==> src/rtl/mdec_pkg.sv <==
package mdec_pkg;
  typedef enum logic [1:0] {
    KIND_FETCH = 2'b00,
    KIND_XRD   = 2'b01,
    KIND_XWR   = 2'b10,
    KIND_NONE  = 2'b11
  } kind_e;

  typedef enum logic [1:0] {
    DST_NONE  = 2'b00,
    DST_FLASH = 2'b01,
    DST_SRAM  = 2'b10,
    DST_EXT   = 2'b11
  } dst_e;
endpackage

==> src/rtl/mdec_cfg.sv <==
module mdec_cfg #(
  parameter int CODE_W     = 3,
  parameter int RESET_CODE = 7
) (
  input  logic              clk,
  input  logic              rst_n,
  input  logic              we_i,
  input  logic [CODE_W-1:0] code_i,
  input  logic              overlay_i,
  output logic [CODE_W-1:0] code_o,
  output logic              overlay_o
);
  always_ff @(posedge clk or negedge rst_n) begin
    if (!rst_n) begin
      code_o    <= CODE_W'(RESET_CODE);
      overlay_o <= 1'b0;
    end else if (we_i) begin
      code_o    <= code_i;
      overlay_o <= overlay_i;
    end
  end
endmodule

==> src/rtl/mdec_route.sv <==
module mdec_route
  import mdec_pkg::*;
#(
  parameter int ADDR_W   = 16,
  parameter int FLASH_AW = 14,
  parameter int SRAM_AW  = 10,
  parameter int CODE_W   = 3
) (
  input  kind_e             kind_i,
  input  logic [ADDR_W-1:0] addr_i,
  input  logic [CODE_W-1:0] code_i,
  input  logic              overlay_i,
  output dst_e              dst_o
);
  localparam int LIM_W      = ADDR_W + 1;
  localparam int MAX_CODE   = (1 << CODE_W) - 1;
  localparam int SHIFT_BASE = FLASH_AW - MAX_CODE;
  localparam logic [LIM_W-1:0] SRAM_BYTES = LIM_W'(1) << SRAM_AW;

  logic [LIM_W-1:0] prog_top;
  logic [LIM_W-1:0] win_top;
  logic [LIM_W-1:0] addr_x;

  assign addr_x = {1'b0, addr_i};

  always_comb begin
    if (code_i == '0) prog_top = '0;
    else              prog_top = LIM_W'(1) << (SHIFT_BASE + int'(code_i));
    win_top = prog_top + SRAM_BYTES;
  end

  always_comb begin
    dst_o = DST_NONE;
    unique case (kind_i)
      KIND_FETCH: begin
        if (addr_x < prog_top)                  dst_o = DST_FLASH;
        else if (overlay_i && addr_x < win_top) dst_o = DST_SRAM;
        else                                    dst_o = DST_EXT;
      end
      KIND_XRD, KIND_XWR: begin
        if (addr_x < SRAM_BYTES) dst_o = DST_SRAM;
        else                     dst_o = DST_EXT;
      end
      default: dst_o = DST_NONE;
    endcase
  end
endmodule

==> src/rtl/mdec_access.sv <==
module mdec_access
  import mdec_pkg::*;
#(
  parameter int EXT_CYCLES = 3
) (
  input  logic  clk,
  input  logic  rst_n,
  input  logic  valid_i,
  input  kind_e kind_i,
  input  dst_e  dst_i,
  output logic  ready_o,
  output dst_e  dst_o,
  output kind_e kind_o
);
  localparam int CNT_W = (EXT_CYCLES > 1) ? $clog2(EXT_CYCLES) : 1;

  logic             active;
  logic [CNT_W-1:0] remain;
  logic             accept;

  assign ready_o = !active || (remain == '0);
  assign accept  = valid_i && ready_o && (kind_i != KIND_NONE);

  always_ff @(posedge clk or negedge rst_n) begin
    if (!rst_n) begin
      active <= 1'b0;
      remain <= '0;
      dst_o  <= DST_NONE;
      kind_o <= KIND_NONE;
    end else if (accept) begin
      active <= 1'b1;
      dst_o  <= dst_i;
      kind_o <= kind_i;
      remain <= (dst_i == DST_EXT) ? CNT_W'(EXT_CYCLES - 1) : '0;
    end else if (active) begin
      if (remain == '0) begin
        active <= 1'b0;
        dst_o  <= DST_NONE;
        kind_o <= KIND_NONE;
      end else begin
        remain <= remain - 1'b1;
      end
    end
  end
endmodule

==> src/rtl/mem_space_decoder.sv <==
module mem_space_decoder
  import mdec_pkg::*;
#(
  parameter int ADDR_W     = 16,
  parameter int FLASH_AW   = 14,
  parameter int SRAM_AW    = 10,
  parameter int CODE_W     = 3,
  parameter int EXT_CYCLES = 3
) (
  input  logic              clk,
  input  logic              rst_n,
  input  logic              cfg_we,
  input  logic [CODE_W-1:0] cfg_code,
  input  logic              cfg_overlay,
  input  logic              req_valid,
  input  logic [1:0]        req_kind,
  input  logic [ADDR_W-1:0] req_addr,
  output logic              req_ready,
  output logic              sel_flash,
  output logic              sel_sram,
  output logic              ext_access,
  output logic              psen_n,
  output logic              rd_n,
  output logic              wr_n
);
  localparam int RESET_CODE = (1 << CODE_W) - 1;

  logic [CODE_W-1:0] cur_code;
  logic              cur_overlay;
  dst_e              new_dst;
  dst_e              act_dst;
  kind_e             act_kind;
  kind_e             in_kind;

  assign in_kind = kind_e'(req_kind);

  mdec_cfg #(.CODE_W(CODE_W), .RESET_CODE(RESET_CODE)) i_cfg (
    .clk(clk), .rst_n(rst_n), .we_i(cfg_we), .code_i(cfg_code),
    .overlay_i(cfg_overlay), .code_o(cur_code), .overlay_o(cur_overlay)
  );

  mdec_route #(.ADDR_W(ADDR_W), .FLASH_AW(FLASH_AW), .SRAM_AW(SRAM_AW),
               .CODE_W(CODE_W)) i_route (
    .kind_i(in_kind), .addr_i(req_addr), .code_i(cur_code),
    .overlay_i(cur_overlay), .dst_o(new_dst)
  );

  mdec_access #(.EXT_CYCLES(EXT_CYCLES)) i_access (
    .clk(clk), .rst_n(rst_n), .valid_i(req_valid), .kind_i(in_kind),
    .dst_i(new_dst), .ready_o(req_ready), .dst_o(act_dst), .kind_o(act_kind)
  );

  always_comb begin
    sel_flash  = (act_dst == DST_FLASH);
    sel_sram   = (act_dst == DST_SRAM);
    ext_access = (act_dst == DST_EXT);
    psen_n     = !(ext_access && act_kind == KIND_FETCH);
    rd_n       = !(ext_access && act_kind == KIND_XRD);
    wr_n       = !(ext_access && act_kind == KIND_XWR);
  end
endmodule

==> config.mk <==
export PLATFORM = sky130hd
export DESIGN_NAME = mem_space_decoder
export DESIGN_NICKNAME = d
export VERILOG_FILES = /design/src/rtl/mdec_pkg.sv /design/src/rtl/mdec_cfg.sv /design/src/rtl/mdec_route.sv /design/src/rtl/mdec_access.sv /design/src/rtl/mem_space_decoder.sv
export SDC_FILE = /design/constraint.sdc
export NUM_CORES = 1
export LEC_CHECK = 0
export BUFFER_PORTS_ARGS = -buffer_cell sky130_fd_sc_hd__buf_2
export CORE_MARGIN = 8
export CORE_UTILIZATION = 45
export CTS_BUF_LIST = sky130_fd_sc_hd__clkbuf_8
export CTS_CLUSTER_SIZE = 25
export DETAILED_ROUTE_END_ITERATION = 16
export PLACE_DENSITY = 0.72
export SKIP_CTS_REPAIR_TIMING = 1
export SYNTH_ARGS = -nofsm -noshare
export SYNTH_HDL_FRONTEND = slang
export SYNTH_SLANG_ARGS = --single-unit
==> constraint.sdc <==
create_clock -name clk -period 3.6 [get_ports clk]
set_input_delay 0.72 -clock clk [delete_from_list [all_inputs] [get_ports clk]]
set_output_delay 0.72 -clock clk [all_outputs]
set_load 0.01 [all_outputs]
==> flow_summary_export.csv <==
group,metric,value,unit
detailed_routing,drc,0,
synth,synth_area_per_cell,9.14,um2
synth,synth_edf_count,0,
detailed_routing,wire_per_inst,13.0,um
placement,port_buffers,31,
layout,final_nets,220,
global_route,grt.overflow.total,0,
synth,synthMostInstantiatedCell,"ha_1",
detailed_routing,via_count,1037,
global_route,grt_max_degree,12,
sta,timing.final.crit_share,75.6,%
layout,diodes,0,
die,row_count,18,
sta,rsz0062_at_grt,"no",
die,design.portCount,33,
clock_network,tritoncts,"done",
synth,netlist_area,0.00116,mm2
synth,synth_area_leaders,"ha_1 (28%), dfrtp_1 (13%), dfstp_2 (11%)",
detailed_routing,wl,2550,um
clock_network,clock_sinks,11,
synth,ys.flop_type,"dfrtp_1",
placement,place_hpwl,2150,um
layout,drive_gt1_share,29.9,%
sta,fin_skew,0.00302,ns
worst_setup_path,crit_fanout,10,
worst_setup_path,crit_required,3.74,ns
die,fp.dieW,66.8,um
synth,syn_inst,127,
synth,ys_seq_elements,11,
clock_network,cts_max_level,1,
die,start_util,47.3,%
synth,synth_top_cell_by_area,"ha_1",
placement,place_ws,0.909,ns
worst_setup_path,critPathSlowestCell,"dfstp_2",
worst_setup_path,critPathKind,"reg -> reg",
clock_network,clk_path_buf_depth,2,
detailed_routing,routed_via_density,5.26,
worst_setup_path,critPathMaxStageDelay,0.62,ns
clock_network,root_buffer,"clkbuf_8",
pwr,pwr_density_cell,417,mW/mm2
global_route,grt_pass1_vias,1033,
worst_setup_path,startpoint,"i_cfg.code_o[2]$_DFFE_PN1P_",
worst_setup_path,startpoint_type,"flop",
die,die_h,66.8,um
worst_setup_path,path_common_cell,"ha_1",
global_route,grt_first_pass_wirelength,4370,um
status,status,"completed",
job,maxCapViolCount,0,
global_route,antenna_found_initial,0,
clock_network,cts-buffers-inserted,3,
clock_network,clk_pin_slew,0.05,ns
detailed_routing,drt_pass1_iterations,4,
die,dieArea,0.00446,mm2
detailed_routing,ant_nets,0,
sta,period_minus_slack,2.72,ns
synth,ys_seq_area_share,24.2,%
synth,ys_async_sr_fraction,100,%
sta,setup-tns-final,0,ns
pwr,leakage,0.711,nW
sta,hold_viol,0,
worst_setup_path,r2r_start,"i_cfg.code_o[2]$_DFFE_PN1P_",
synth,synth_warnings,0,
worst_setup_path,cp_num_buf_inv,1,
synth,synth_common_cells,"ha_1 (26), nand2_1 (12), inv_1 (11)",
sta,setup_viol,0,
layout,area.growth.synth_to_final,22.1,%
worst_setup_path,worstPathArrival,2.86,ns
worst_setup_path,crit_family,"simple AND/OR/NAND/NOR gates",
worst_setup_path,worstSetupEndpointType,"flop",
placement,gp_congestion,0.835,
synth,ys_types,37,
clock_network,clock_latency,0.24,ns
min_path,hold_class,"in -> async",
pwr,vdd_drop_max,0.000530,V
synth,synth.top_cell.area_share,28.0,%
detailed_routing,drt_iter0_drc,17,
global_route,grtUsageTotal,12.4,%
worst_setup_path,critical_path.cell_chain,"or3b_2 -> inv_1 -> ha_1 -> xor2_1 -> ha_1 -> nand2_1 -> or3_1 -> o2111a_1 -> o31ai_1",
die,core_area,0.00245,mm2
sta,slew_viol_final,0,
sta,worst_slack,0.879,ns
sta,fmax,368,MHz
registers in the layout, indices dropped and copies added, names as in the netlist:
register	cells
i_cfg.code_o	3
i_access.dst_o	2
i_access.kind_o	2
i_access.active	1
i_access.remain	2
i_cfg.overlay_o	1
cell families after synthesis:
logic type / count (synthesis) / synth area share (%)
fa+ha+maj: 26 / 28.0
buf+inv: 14 / 4.53
mux: 3 / 2.91
simple gates: 39 / 19.1
xor+xnor: 1 / 0.754
compound gates: 32 / 20.2
flops: 11 / 24.2
other cells: 1 / 0.323
stage by stage:
step / area, um2 / cells / total power [mW] / utilization (%) / hold WS, ns
finish: 1420 / 197 / 0.591 / 57.7 / 0.338
global route: 1420 / 197 / 0.656 / 57.7 / 0.348
floorplan: 1190 / 135 / 0.391 / - / 0.424
global placement: 1370 / 193 / 0.463 / 55.9 / 0.487
CTS: 1420 / 197 / 0.600 / 57.7 / 0.340
detailed placement: 1370 / 193 / 0.475 / 55.9 / 0.495
per-layer routing:
metal / vias to the layer above / part of all wire (%) / wire (um) / global-route usage [%]
met1: 480 / 42 / 1080 / 13.1
li1: 531 / - / - / -
met2: 21 / 50 / 1280 / 22.5
met5: - / 0 / 0 / 0
met3: 5 / 6.6 / 168 / 4.36
met4: 0 / 0.98 / 25 / 3.20
cell type report:
type                       count  area [um2]
clock buffer                   3        41.3
fill                         236        1040
inverter                      11        41.3
timing repair buffer          31         155
sequential                    11         282
clock inverter                 1        3.75
multi-input combinational    110         857
tap                           30        37.5
path summary, 6_finish.rpt:
path,cells after the start,to,slack (ns)
max,9,i_access.remain[1]$_DFFE_PN0P_,0.88
max in group asynchronous,1,i_cfg.code_o[0]$_DFFE_PN1P_,3.00
min in group clk,1,i_access.remain[0]$_DFFE_PN0P_,0.49
max reg2reg,9,i_access.remain[1]$_DFFE_PN0P_,0.88
min,1,i_access.remain[1]$_DFFE_PN0P_,0.34
min reg2reg,1,i_access.remain[0]$_DFFE_PN0P_,0.49
worst register-to-register path, delay by kind of cell (launching register included):
kind / cells / cell delay, ns
AOI/OAI and AO/OA: 2 / 0.52
xor gates and xnor gates: 1 / 0.07
DFF: 1 / 0.62
adders and majority gates: 2 / 0.47
and+or+nand+nor: 3 / 0.85
buffers and inverters: 1 / 0.10
layout by cell type (no fill, tap or decap), types with 2 or more instances in the layout:
cell type   n
o22a_1      3
nor2b_1     2
nand2b_1    4
mux2_2      3
clkbuf_8    3
inv_1      12
dfrtp_1     6
ha_1       26
nand2_1    12
conb_1      9
dfstp_2     5
or3b_2      4
a21oi_1     9
nand3b_1    5
nand3_1     4
nor2_1      2
buf_2      31
o21ai_0     7
power breakdown:
group          leakage, nW  internal, mW  switching (mW)
Clock               0.0269        0.0747          0.0450
Sequential           0.126         0.177          0.0357
Combinational        0.558         0.124           0.134
(Power assumes the default switching activity.)
